$ cat config.mk
export PLATFORM = sky130hd
export DESIGN_NAME = retention_place_ctrl
export DESIGN_NICKNAME = d
export VERILOG_FILES = /design/src/rtl/rplc_pkg.sv /design/src/rtl/rplc_cfg_reg.sv /design/src/rtl/rplc_live_rank.sv /design/src/rtl/rplc_age_lru.sv /design/src/rtl/retention_place_ctrl.sv
export SDC_FILE = /design/constraint.sdc
export NUM_CORES = 1
export LEC_CHECK = 0
export BUFFER_PORTS_ARGS = -buffer_cell sky130_fd_sc_hd__clkbuf_2
export CORE_MARGIN = 3
export CORE_UTILIZATION = 54
export DETAILED_ROUTE_END_ITERATION = 7
export GPL_TIMING_DRIVEN = 0
export PLACE_DENSITY = 0.77
export SLEW_MARGIN = 5
export SYNTH_ARGS = -nofsm -noshare
export SYNTH_HDL_FRONTEND = slang
export SYNTH_SLANG_ARGS = --single-unit
$ cat constraint.sdc
create_clock -name clk -period 5.54 [get_ports clk]
set_input_delay 1.108 -clock clk [delete_from_list [all_inputs] [get_ports clk]]
set_output_delay 1.108 -clock clk [all_outputs]
set_load 0.05 [all_outputs]
$ cat src/rtl/rplc_pkg.sv
package rplc_pkg;

  typedef enum logic [0:0] {
    ST_IDLE = 1'b0,
    ST_MOVE = 1'b1
  } rplc_state_e;

endpackage

$ cat src/rtl/rplc_cfg_reg.sv
module rplc_cfg_reg #(
  parameter int NUM_WAYS = 4,
  parameter int WAY_W    = 2
) (
  input  logic                      clk,
  input  logic                      rst,
  input  logic                      wr_en,
  input  logic                      lock,
  input  logic [NUM_WAYS*WAY_W-1:0] wr_order,
  input  logic [NUM_WAYS-1:0]       wr_dead,
  input  logic                      wr_lru,
  output logic [NUM_WAYS*WAY_W-1:0] order_q,
  output logic [NUM_WAYS-1:0]       dead_q,
  output logic                      lru_q
);

  always_ff @(posedge clk) begin
    if (rst) begin
      for (int r = 0; r < NUM_WAYS; r++) begin
        order_q[r*WAY_W +: WAY_W] <= WAY_W'(r);
      end
      dead_q <= '0;
      lru_q  <= 1'b0;
    end else if (wr_en && !lock) begin
      order_q <= wr_order;
      dead_q  <= wr_dead;
      lru_q   <= wr_lru;
    end
  end

endmodule

$ cat src/rtl/rplc_live_rank.sv
module rplc_live_rank #(
  parameter int NUM_WAYS = 4,
  parameter int WAY_W    = 2,
  parameter int CNT_W    = 3
) (
  input  logic [NUM_WAYS*WAY_W-1:0] order,
  input  logic [NUM_WAYS-1:0]       dead,
  output logic [NUM_WAYS*WAY_W-1:0] live_list,
  output logic [CNT_W-1:0]          live_cnt
);

  // Compacts the ranking: entry i is the i-th live way, longest first.
  always_comb begin
    live_list = '0;
    live_cnt  = '0;
    for (int r = 0; r < NUM_WAYS; r++) begin
      if (!dead[order[r*WAY_W +: WAY_W]]) begin
        live_list[int'(live_cnt)*WAY_W +: WAY_W] = order[r*WAY_W +: WAY_W];
        live_cnt = live_cnt + CNT_W'(1);
      end
    end
  end

endmodule

$ cat src/rtl/rplc_age_lru.sv
module rplc_age_lru #(
  parameter int NUM_WAYS = 4,
  parameter int WAY_W    = 2
) (
  input  logic                clk,
  input  logic                rst,
  input  logic                touch_en,
  input  logic [WAY_W-1:0]    touch_way,
  input  logic [NUM_WAYS-1:0] dead,
  output logic [WAY_W-1:0]    victim_way,
  output logic                victim_ok
);

  logic [WAY_W-1:0] age_q [NUM_WAYS];
  logic [WAY_W-1:0] best_age;

  always_ff @(posedge clk) begin
    if (rst) begin
      for (int j = 0; j < NUM_WAYS; j++) begin
        age_q[j] <= WAY_W'(j);
      end
    end else if (touch_en) begin
      for (int j = 0; j < NUM_WAYS; j++) begin
        if (WAY_W'(j) == touch_way) begin
          age_q[j] <= '0;
        end else if (age_q[j] < age_q[touch_way]) begin
          age_q[j] <= age_q[j] + WAY_W'(1);
        end
      end
    end
  end

  always_comb begin
    victim_way = '0;
    victim_ok  = 1'b0;
    best_age   = '0;
    for (int j = 0; j < NUM_WAYS; j++) begin
      if (!dead[j] && (!victim_ok || age_q[j] > best_age)) begin
        victim_way = WAY_W'(j);
        best_age   = age_q[j];
        victim_ok  = 1'b1;
      end
    end
  end

endmodule

$ cat src/rtl/retention_place_ctrl.sv
module retention_place_ctrl #(
  parameter  int NUM_WAYS       = 4,
  parameter  int BEATS_PER_LINE = 8,
  localparam int WAY_W          = (NUM_WAYS > 1) ? $clog2(NUM_WAYS) : 1,
  localparam int BEAT_W         = (BEATS_PER_LINE > 1) ? $clog2(BEATS_PER_LINE) : 1
) (
  input  logic                      clk,
  input  logic                      rst,
  input  logic                      cfg_we,
  input  logic [NUM_WAYS*WAY_W-1:0] cfg_order,
  input  logic [NUM_WAYS-1:0]       cfg_dead,
  input  logic                      cfg_lru_mode,
  input  logic                      fill_req,
  input  logic                      hit_valid,
  input  logic [WAY_W-1:0]          hit_way,
  output logic                      busy,
  output logic                      fill_ack,
  output logic                      fill_reject,
  output logic [WAY_W-1:0]          fill_way,
  output logic                      evict_valid,
  output logic [WAY_W-1:0]          evict_way,
  output logic                      move_valid,
  output logic [BEAT_W-1:0]         move_beat,
  output logic [NUM_WAYS-1:0]       mux_we,
  output logic [NUM_WAYS*WAY_W-1:0] mux_sel
);
  import rplc_pkg::*;

  localparam int CNT_W = $clog2(NUM_WAYS + 1);
  localparam logic [BEAT_W-1:0] LAST_BEAT = BEAT_W'(BEATS_PER_LINE - 1);

  rplc_state_e               state_q;
  logic [WAY_W-1:0]          pair_q;
  logic [NUM_WAYS*WAY_W-1:0] cfg_order_q;
  logic [NUM_WAYS-1:0]       cfg_dead_q;
  logic                      cfg_lru_q;
  logic [NUM_WAYS*WAY_W-1:0] live_list;
  logic [CNT_W-1:0]          live_cnt;
  logic [NUM_WAYS*WAY_W-1:0] ident_sel;
  logic [WAY_W-1:0]          victim_way;
  logic                      victim_ok;
  logic                      accept;
  logic                      lru_fill;
  logic                      touch_en;
  logic [WAY_W-1:0]          touch_way;

  function automatic logic [WAY_W-1:0] entry(input logic [NUM_WAYS*WAY_W-1:0] lst,
                                             input int idx);
    return lst[idx*WAY_W +: WAY_W];
  endfunction

  function automatic logic [NUM_WAYS-1:0] onehot(input logic [WAY_W-1:0] w);
    logic [NUM_WAYS-1:0] v;
    v    = '0;
    v[w] = 1'b1;
    return v;
  endfunction

  function automatic logic [NUM_WAYS*WAY_W-1:0] route(input logic [NUM_WAYS*WAY_W-1:0] base,
                                                      input logic [WAY_W-1:0] dst,
                                                      input logic [WAY_W-1:0] src);
    logic [NUM_WAYS*WAY_W-1:0] v;
    v = base;
    v[int'(dst)*WAY_W +: WAY_W] = src;
    return v;
  endfunction

  always_comb begin
    for (int r = 0; r < NUM_WAYS; r++) begin
      ident_sel[r*WAY_W +: WAY_W] = WAY_W'(r);
    end
  end

  rplc_cfg_reg #(.NUM_WAYS(NUM_WAYS), .WAY_W(WAY_W)) i_cfg (
    .clk      (clk),
    .rst      (rst),
    .wr_en    (cfg_we),
    .lock     (state_q == ST_MOVE),
    .wr_order (cfg_order),
    .wr_dead  (cfg_dead),
    .wr_lru   (cfg_lru_mode),
    .order_q  (cfg_order_q),
    .dead_q   (cfg_dead_q),
    .lru_q    (cfg_lru_q)
  );

  rplc_live_rank #(.NUM_WAYS(NUM_WAYS), .WAY_W(WAY_W), .CNT_W(CNT_W)) i_rank (
    .order     (cfg_order_q),
    .dead      (cfg_dead_q),
    .live_list (live_list),
    .live_cnt  (live_cnt)
  );

  assign accept    = (state_q == ST_IDLE) && fill_req;
  assign lru_fill  = accept && cfg_lru_q && victim_ok;
  assign touch_en  = lru_fill || hit_valid;
  assign touch_way = lru_fill ? victim_way : hit_way;

  rplc_age_lru #(.NUM_WAYS(NUM_WAYS), .WAY_W(WAY_W)) i_age (
    .clk        (clk),
    .rst        (rst),
    .touch_en   (touch_en),
    .touch_way  (touch_way),
    .dead       (cfg_dead_q),
    .victim_way (victim_way),
    .victim_ok  (victim_ok)
  );

  always_ff @(posedge clk) begin
    if (rst) begin
      state_q     <= ST_IDLE;
      pair_q      <= '0;
      busy        <= 1'b0;
      fill_ack    <= 1'b0;
      fill_reject <= 1'b0;
      fill_way    <= '0;
      evict_valid <= 1'b0;
      evict_way   <= '0;
      move_valid  <= 1'b0;
      move_beat   <= '0;
      mux_we      <= '0;
      mux_sel     <= ident_sel;
    end else begin
      fill_ack    <= 1'b0;
      fill_reject <= 1'b0;
      evict_valid <= 1'b0;
      case (state_q)
        ST_IDLE: begin
          busy       <= 1'b0;
          move_valid <= 1'b0;
          mux_we     <= '0;
          mux_sel    <= ident_sel;
          if (accept) begin
            if (live_cnt == '0) begin
              fill_reject <= 1'b1;
            end else if (cfg_lru_q) begin
              fill_ack    <= 1'b1;
              evict_valid <= 1'b1;
              fill_way    <= victim_way;
              evict_way   <= victim_way;
            end else if (live_cnt == CNT_W'(1)) begin
              fill_ack    <= 1'b1;
              evict_valid <= 1'b1;
              fill_way    <= entry(live_list, 0);
              evict_way   <= entry(live_list, 0);
            end else begin
              state_q     <= ST_MOVE;
              busy        <= 1'b1;
              evict_valid <= 1'b1;
              evict_way   <= entry(live_list, int'(live_cnt) - 1);
              pair_q      <= WAY_W'(int'(live_cnt) - 2);
              move_valid  <= 1'b1;
              move_beat   <= '0;
              mux_we      <= onehot(entry(live_list, int'(live_cnt) - 1));
              mux_sel     <= route(ident_sel, entry(live_list, int'(live_cnt) - 1),
                                   entry(live_list, int'(live_cnt) - 2));
            end
          end
        end
        ST_MOVE: begin
          if (move_beat == LAST_BEAT) begin
            if (pair_q == '0) begin
              state_q    <= ST_IDLE;
              busy       <= 1'b0;
              move_valid <= 1'b0;
              move_beat  <= '0;
              mux_we     <= '0;
              mux_sel    <= ident_sel;
              fill_ack   <= 1'b1;
              fill_way   <= entry(live_list, 0);
            end else begin
              pair_q    <= pair_q - WAY_W'(1);
              move_beat <= '0;
              mux_we    <= onehot(entry(live_list, int'(pair_q)));
              mux_sel   <= route(ident_sel, entry(live_list, int'(pair_q)),
                                 entry(live_list, int'(pair_q) - 1));
            end
          end else begin
            move_beat <= move_beat + BEAT_W'(1);
          end
        end
        default: state_q <= ST_IDLE;
      endcase
    end
  end

endmodule

Yosys cells after proc, flatten, opt, wreduce, memory -nomap -nowiden
Memories as Yosys holds them, arrays and structs flattened.
Cells that the tools add are included.
{ "word_totals": {"ff_bits": 39, "ramBits": 8, "out_inout_bits": 24, "memories": 1} }
{ "memory_table": {"columns": ["memory", "words", "word_bits", "rd", "rd_ports_with_merged_regs", "wr", "line", "text"], "rows": [
  ["i_age.age_q", 4, 2, 5, 0, 4, "rplc_age_lru.sv:14", "logic [WAY_W-1:0] age_q [NUM_WAYS];"]
]} }
{ "op_classes": {"n_addsub": 17, "magnitude_cmp": 15, "eq_ne": 13, "shift": 14, "muxes": 135, "bitwise": 17, "n_reduce_logical": 28} }
{ "op_table": {"columns": ["operator", "count"], "rows": [
  ["variable shift 2 x 33 -> 8 bit (first input constant)", 5],
  ["variable part select 2 x 33 -> 8 bit", 5],
  ["two-way mux 8 bit", 9],
  ["two-way mux 1 bit", 66],
  ["negator 3 -> 33 bit", 2],
  ["negator 4 -> 33 bit", 2],
  ["two-way mux 2 bit", 29],
  ["negator 2 -> 33 bit", 1],
  ["bitwise mux 8 bit", 3],
  ["two-way mux 3 bit", 8],
  ["two-way mux 4 bit", 6],
  ["less-than comparator 2 x 3 -> 1 bit (second input constant)", 6],
  ["one-hot mux 8 bit (2 select lines)", 1],
  ["variable part select 8 x 4 -> 2 bit", 2],
  ["variable part select 8 x 5 -> 2 bit", 2],
  ["!= test 2 bit (second input constant)", 5],
  ["adder 3 x 1 -> 3 bit (second input constant)", 3],
  ["logical AND 1 bit", 9],
  ["adder 2 x 1 -> 2 bit (second input constant)", 4],
  ["bitwise AND 4 bit", 2],
  ["binary-select mux 1 bit (select 2 bit)", 4],
  ["less-than comparator 2 bit", 4],
  ["NOT 4 bit", 2],
  ["OR 1 bit", 8],
  ["other kinds (30)", 51]
]} }

Depth between registers and ports, before layout
Gate-level depths: netlist of run 1.
An unclocked memory read counts as a cell.
{ "depth": {"ltp_word": 24, "depth_mapped": 24} }

By module
Synthesis of run 1 repeated with hierarchy kept, for this count alone.
{ "unflattened": {"cells_unflattened": 471, "area_unflattened_um2": 4056.4} }
{ "by_module_without_submodules": {"columns": ["mod", "instances", "cells_each", "area_per_inst_um2", "seq_area_each_um2"], "rows": [
  ["retention_place_ctrl", 1, 232, 1948.1, 520.5],
  ["rplc_age_lru", 1, 101, 903.4, 240.2],
  ["rplc_live_rank", 1, 81, 631.9, 0.0],
  ["rplc_cfg_reg", 1, 57, 573.0, 260.2]
]} }

Worst setup path before layout of run 1
Ideal clock, no wire load.
{ "synth_path": {"path_kind": "reg-to-reg", "from": "reg i_cfg.dead_q[0]", "to": "mem i_age.age_q[3][0], enable pin", "setup_time_ns": 0.322, "t_arrival_ns": 5.071, "required_ns": 5.218, "path_slack_ns": 0.146, "stages_incl_launch_ff": 24, "cell_sequence": "dfxtp_1 buf_2 inv_1 nand2_1 ha_1 nor2b_1 o21ai_0 a21oi_1 mux2_2 ha_1 nor2b_1 o21ai_0 a21oi_1 mux2_2 ha_1 nor2b_1 o21ai_0 nand3_1 a22o_1 and2_1 clkbuf_1 mux2_2 or4_1 o211ai_1"} }
{ "synth_rtl": {"columns": ["element", "line", "text"], "rows": [
  ["start: declaration", "rplc_cfg_reg.sv:13", "output logic [NUM_WAYS-1:0] dead_q,"],
  ["start signal: assignment", "rplc_cfg_reg.sv:26", "dead_q <= wr_dead;"],
  ["end: declaration", "rplc_age_lru.sv:14", null]
]} }

==> impl_metrics.env, run 1 <==
export IMPL_place_congestion=0.961
export IMPL_synth_top_family_by_area="simple AND/OR/NAND/NOR gates"
export IMPL_io_pins=44
export IMPL_vias=4143
export IMPL_grt_max_degree=18
export IMPL_syn_area_per_cell_sq_um=7.98
export IMPL_clk_path_buf_depth=2
export IMPL_synth_xor_area_share_pct=1.03
export IMPL_yosys_top_cells_area="dfxtp_1 19%, ha_1 10%, nand2_1 6.1%, edfxtp_1 6.0%, a21oi_1 5.6%"
export IMPL_drt_wirelength_per_cell_um=17.5
export IMPL_syn_inst=504
export IMPL_grt_pass1_vias=3866
export IMPL_design_die_area_sq_mm=0.00852
export IMPL_worst_pin_slew_ns=0.802
export IMPL_timing_fmax_ghz=0.185
export IMPL_htreeDepth=2
export IMPL_io_buffers=42
export IMPL_leakage_nw=1.85
export IMPL_drc=0
export IMPL_grt_pass1_wl_um=19200
export IMPL_die_height_um=92.3
export IMPL_drtIter0Drc=282
export IMPL_final_area_sq_mm=0.00465
export IMPL_finalSetupTns_ns=0
export IMPL_core_sq_mm=0.00702
export IMPL_start_util_pct=57.3
export IMPL_dr_pass1_iters=5
export IMPL_final_util_pct=66.2
export IMPL_startpoint_type="register"
export IMPL_cp_required_ns=5.53
export IMPL_syn_nets=558
export IMPL_cts_buffers=5
export IMPL_wl_um=11500
export IMPL_period_share_pct=97.7
export IMPL_ant_nets=0
export IMPL_post_synth_num_cell_types=82
export IMPL_yosysTopAreaCell="dfxtp_1"
export IMPL_final_common_cell="nand2_1"
export IMPL_synth_ff_type="dfxtp_1"
export IMPL_drive_above_1_share_pct=22.2
export IMPL_synth_edf_count=8
export IMPL_cp_cell_sequence="nand2_2 -> ha_4 -> nor2b_2 -> o21ai_1 -> a21oi_2 -> buf_4 -> mux2_2 -> ha_1 -> nand2_1 -> o21ai_0 -> a21oi_2 -> mux2_2 -> ha_1 -> nor2b_1 -> o21ai_2 -> nand3_1 -> a22o_4 -> and2_4 -> mux2_4 -> or4_1 -> o211ai_1"
export IMPL_power_per_cell_area_mw_per_mm2=567
export IMPL_grt_remaining_overflow=0
export IMPL_cap_viol_max_count=0
export IMPL_post_dp_cell_area_sq_mm=0.00435
export IMPL_ir_drop_v=0.000317
export IMPL_slowest_delay_ns=0.51
export IMPL_ys_seq_area_share_pct=25.4
export IMPL_arrival_ns=5.41
export IMPL_clkTransAtPathRegs_ns=0.10
export IMPL_die_w_um=92.3
export IMPL_yosys_warnings=0
export IMPL_antenna_cells=0
export IMPL_clkSinkCount=47
export IMPL_ys_async_sr_fraction_pct=0
export IMPL_layout_common_cells="64 x nand2_1, 42 x a21oi_1, 42 x clkbuf_2, 37 x dfxtp_1, 31 x nor2_1"
export IMPL_crit_fanout=8
export IMPL_hpwl_um=8630
export IMPL_cpMaxStageDelayCell="edfxtp_1"
export IMPL_power_mw=2.64
export IMPL_slew_viol_final=0
export IMPL_slew_headroom_pct=45.7
export IMPL_synth_compound_area_share_pct=24.8
export IMPL_synth_top_area_share_pct=19.4
export IMPL_finalSetupViolCount=0
export IMPL_hold_viol=0
export IMPL_clock_skew_ns=0.00919
export IMPL_hp_class="register to register"
export IMPL_crit_type="register to register"
export IMPL_rows=30
export IMPL_ctsRootBufferMaster="clkbuf_8"
export IMPL_antenna_found_initial=0
export IMPL_mappedNetlistArea_sq_mm=0.00402
export IMPL_clk_latency_ns=0.31
export IMPL_num_fill_cells=626
export IMPL_status="complete, no violations"
export IMPL_vias_per_cell=6.30
export IMPL_min_period_ns=5.41
export IMPL_nets=615
export IMPL_synth_adder_area_share_pct=11.0
export IMPL_synth_mux_area_share_pct=7.43
export IMPL_ys_ff_latch=47
export IMPL_cts_tree="done"
export IMPL_synthSimpleGateAreaFrac_pct=24.9
export IMPL_syn_to_final_growth_pct=15.5
export IMPL_cp_end_kind="register"
export IMPL_grt_usage_pct=27.5
-- critical path, delay by kind of cell (launching register included) --
kind                     cells  cell delay (ns)
flip-flops                   1             0.51
adder cells (fa/ha/maj)      3             0.85
buffers and inverters        1             0.15
AND/OR/NAND/NOR              7             1.30
AO/OA/AOI/OAI                7             1.26
multiplexers                 3             1.03
-- metrics by stage --
step	cells	setup WS [ns]	hold slack, ns
4_1_cts	649	0.0523	0.484
3_3_place_gp	642	-0.400	0.448
6_report	658	0.126	0.480
5_1_grt	658	-0.0693	0.509
3_5_place_dp	642	-0.580	0.468
2_1_floorplan	504	0.146	0.478
-- power by group --
group,internal [mW],switching [mW]
Clock,0.0939,0.136
Combinational,0.701,1.22
Sequential,0.425,0.0617
Total,1.22,1.42
-- state kept, by name (all words and copies together), names as in the netlist, 2 cells and up --
| signal | flops |
|---|---|
| i_age.age_q | 8 |
| i_cfg.order_q | 8 |
| mux_sel | 8 |
| i_cfg.dead_q | 4 |
| mux_we | 4 |
| move_beat | 3 |
| evict_way | 2 |
| fill_way | 2 |
| pair_q | 2 |
-- synth_stat cells (all sizes together), types with 3 or more instances --
| cell | number |
|---|---|
| xnor2 | 3 |
| mux2 | 7 |
| mux4 | 4 |
| nor3b | 6 |
| a2111oi | 3 |
| a211oi | 8 |
| and3 | 3 |
| nand3 | 19 |
| nand4 | 6 |
| clkbuf | 17 |
| nor4 | 5 |
| o31ai | 3 |
| nor2b | 11 |
| nand2b | 10 |
| edfxtp | 8 |
| and2 | 5 |
| inv | 25 |
| or3 | 3 |
| a31o | 3 |
| mux2i | 13 |
| nor3 | 13 |
| nand3b | 3 |
| dfxtp | 39 |
| o21ai | 31 |
| a21oi | 47 |
| o32ai | 3 |
| o211ai | 5 |
| nor2 | 31 |
| buf | 9 |
| o21a | 4 |
| nand2 | 66 |
| a31oi | 15 |
| ha | 33 |
-- cell type report --
| class | instances | area [sq um] | area share [%] |
|---|---|---|---|
| Timing Repair Buffer | 53 | 293 | 6.30 |
| Multi-Input combinational cell | 404 | 2910 | 62.6 |
| Sequential cell | 47 | 1020 | 22.0 |
| Clock buffer | 5 | 68.8 | 1.48 |
| Tap cell | 96 | 120 | 2.58 |
| Buffer | 23 | 104 | 2.23 |
| Clock inverter | 3 | 27.5 | 0.592 |
| Inverter | 27 | 103 | 2.21 |
-- path summary, 6_finish.rpt --
kind	start	to	cells after the start	slack, ns
hold reg to reg	evict_way[1]	evict_way[1]	2	0.48
hold / removal	evict_way[1]	evict_way[1]	2	0.48
setup / recovery	i_age.age_q[0][1]	i_age.age_q[3][1]	21	0.13
setup reg to reg	i_age.age_q[0][1]	i_age.age_q[3][1]	21	0.13
-- layer usage --
metal,GRT usage [%],up-vias,wire length (um)
li1,-,1967,-
met1,38.9,1950,5160
met2,43.6,203,5370
met3,4.22,23,809
met4,7.30,0,189
met5,0,-,0
-- cells by family after synthesis --
logic type	Yosys count
AND/OR/NAND/NOR	193
AO/OA/AOI/OAI	149
buffers and inverters	53
flip-flops	47
adder cells (fa/ha/maj)	35
multiplexers	24
XOR/XNOR	3
-- timing repair --
item	4_1_cts	5_1_grt
hold buffers	0	0
setup endpoints to repair	23	25
resized for setup	10	24
pin swaps	1	7
gates cloned	0	0
setup buffers	1	10
No activity file was read; power rests on OpenSTA's default activity.
==> run 2, diff against run 1 <==
- GPL_TIMING_DRIVEN: 0 -> unset
==> run 2 against run 1 <==
Against the previous run:
- clock power down 7%
- register-to-register slack better by 0.18 ns
- sequential power up 6.0%
- wire length down 6.9%
- first-iteration DRC count down 7.8%
- power down 3.3%
- highest routed layer unchanged
- largest cell class unchanged
==> impl_metrics.env, run 2 (synthesis gave the netlist of run 1 again) <==
export IMPL_cts_tree="done"
export IMPL_largest_registers="i_age.age_q (8), i_cfg.order_q (8), mux_sel (8)"
export IMPL_grt_remaining_overflow=0
export IMPL_clkTransAtPathRegs_ns=0.09
export IMPL_leakage_nw=1.80
export IMPL_whs_ns=0.487
export IMPL_r2r_start="i_age.age_q[0][1]"
export IMPL_antenna_cells=0
export IMPL_hp_class="register to register"
export IMPL_vias=3970
export IMPL_period_share_pct=94.5
export IMPL_drtIter0Drc=260
export IMPL_clk_path_buf_depth=2
export IMPL_ctsRootBufferMaster="clkbuf_8"
export IMPL_cp_startpoint="i_age.age_q[0][1]"
export IMPL_drt_wirelength_per_cell_um=16.8
export IMPL_cap_viol_max_count=0
export IMPL_grt_pass1_wl_um=17800
export IMPL_hold_viol=0
export IMPL_min_period_ns=5.24
export IMPL_hold_start="mux_sel[2]"
export IMPL_nets=596
export IMPL_status="complete, no violations"
export IMPL_ant_nets=0
export IMPL_finalSetupTns_ns=0
export IMPL_startpoint_type="register"
export IMPL_slew_headroom_pct=46.4
export IMPL_dr_pass1_iters=5
export IMPL_rows=30
export IMPL_dp_cells=628
export IMPL_hpwl_um=8040
export IMPL_syn_to_final_growth_pct=10.7
export IMPL_timing_fmax_ghz=0.191
export IMPL_io_buffers=43
export IMPL_wl_um=10700
export IMPL_finalSetupViolCount=0
export IMPL_cp_end_kind="register"
export IMPL_drc=0
export IMPL_ir_drop_v=0.000431
export IMPL_power_per_cell_area_mw_per_mm2=572
export IMPL_cts_buffers=5
export IMPL_worst_pin_slew_ns=0.803
export IMPL_grt_max_degree=38
export IMPL_die_height_um=92.3
export IMPL_layout_common_cells="65 x nand2_1, 44 x a21oi_1, 43 x clkbuf_2, 38 x dfxtp_1, 33 x ha_1"
export IMPL_htreeDepth=2
export IMPL_ctsHoldBuffers=0
export IMPL_grt_pass1_vias=3668
export IMPL_crit_type="register to register"
export IMPL_vias_per_cell=6.21
export IMPL_design_die_area_sq_mm=0.00852
export IMPL_io_pins=44
export IMPL_fin_cells=639
export IMPL_place_congestion=1.04
export IMPL_start_util_pct=57.3
export IMPL_final_common_cell="nand2_1"
export IMPL_core_sq_mm=0.00702
export IMPL_crit_fanout=7
export IMPL_clk_latency_ns=0.31
export IMPL_drive_above_1_share_pct=19.0
export IMPL_final_util_pct=63.5
export IMPL_die_w_um=92.3
export IMPL_antenna_found_initial=0
export IMPL_clkSinkCount=47
export IMPL_arrival_ns=5.23
export IMPL_power_mw=2.55
export IMPL_grt_usage_pct=25.2
export IMPL_clock_skew_ns=0.00544
export IMPL_cp_required_ns=5.54
export IMPL_slew_viol_final=0
==> run 2: cell types whose count changed in the layout (fill, tap and decap cells not counted), sizes merged <==
cell and change:
buf -5, inv -1, clkbuf -14, clkinv +2
clkinvlp -1
==> run 2: layout make-up <==
type	count	area [sq um]
Fill cell	603	2560
Clock inverter	3	18.8
Clock buffer	5	68.8
Multi-Input combinational cell	404	2800
Timing Repair Buffer	57	320
Sequential cell	47	1020
Inverter	27	101
Tap cell	96	120
==> run 2: power breakdown <==
part / switching [mW] / internal, mW / leakage (nW) / total [mW]
combinational: 1.15 / 0.671 / 1.36 / 1.82
clock: 0.123 / 0.0891 / 0.0483 / 0.212
sequential: 0.0914 / 0.425 / 0.394 / 0.516
==> run 2: worst paths after layout <==
path                            slack (ns)  depth (start not counted)                 to
worst min-delay path                  0.49                          2         mux_sel[2]
worst max-delay path                  0.30                         21  i_age.age_q[3][1]
worst min register to register        0.49                          2         mux_sel[2]
worst max register to register        0.30                         21  i_age.age_q[3][1]
==> run 2: what timing repair did <==
action                                  in CTS  in global routing
endpoints found under the hold margin        0                  0
buffers inserted                             0                  3
endpoints found under the setup margin       0                 18
resized for setup                            0                  9
==> run 2: through the flow <==
stage | area, sq um | setup slack [ns]
after global placement | 4330 | 0.325
after floorplan | 4020 | 0.146
after detailed placement | 4330 | 0.115
after global routing | 4460 | -0.00994
after CTS | 4410 | 0.106
final | 4460 | 0.304
==> run 2: worst max-delay path, cell delays in order (launching register included) <==
cell	delay, ns
edfxtp_1	0.46
nand2_1	0.10
ha_1	0.29
nor2b_1	0.13
o21ai_0	0.11
a21oi_2	0.16
mux2_2	0.36
ha_1	0.30
nor2b_1	0.15
o21ai_0	0.09
a21oi_1	0.18
mux2_2	0.36
ha_1	0.28
nor2b_1	0.12
o21ai_1	0.08
buf_4	0.15
a311o_1	0.31
nand2_2	0.12
a21oi_1	0.13
mux2_2	0.36
or4_1	0.53
o211ai_1	0.15
==> run 2: per-layer routing <==
metal	track usage, %	share of wire (%)	vias up	wire (um)
met3	4.63	7.4	21	792
met2	40.1	46	177	4990
met1	34.7	44	1851	4760
met5	0	0	-	0
met4	7.67	1.9	0	202
li1	-	-	1921	-
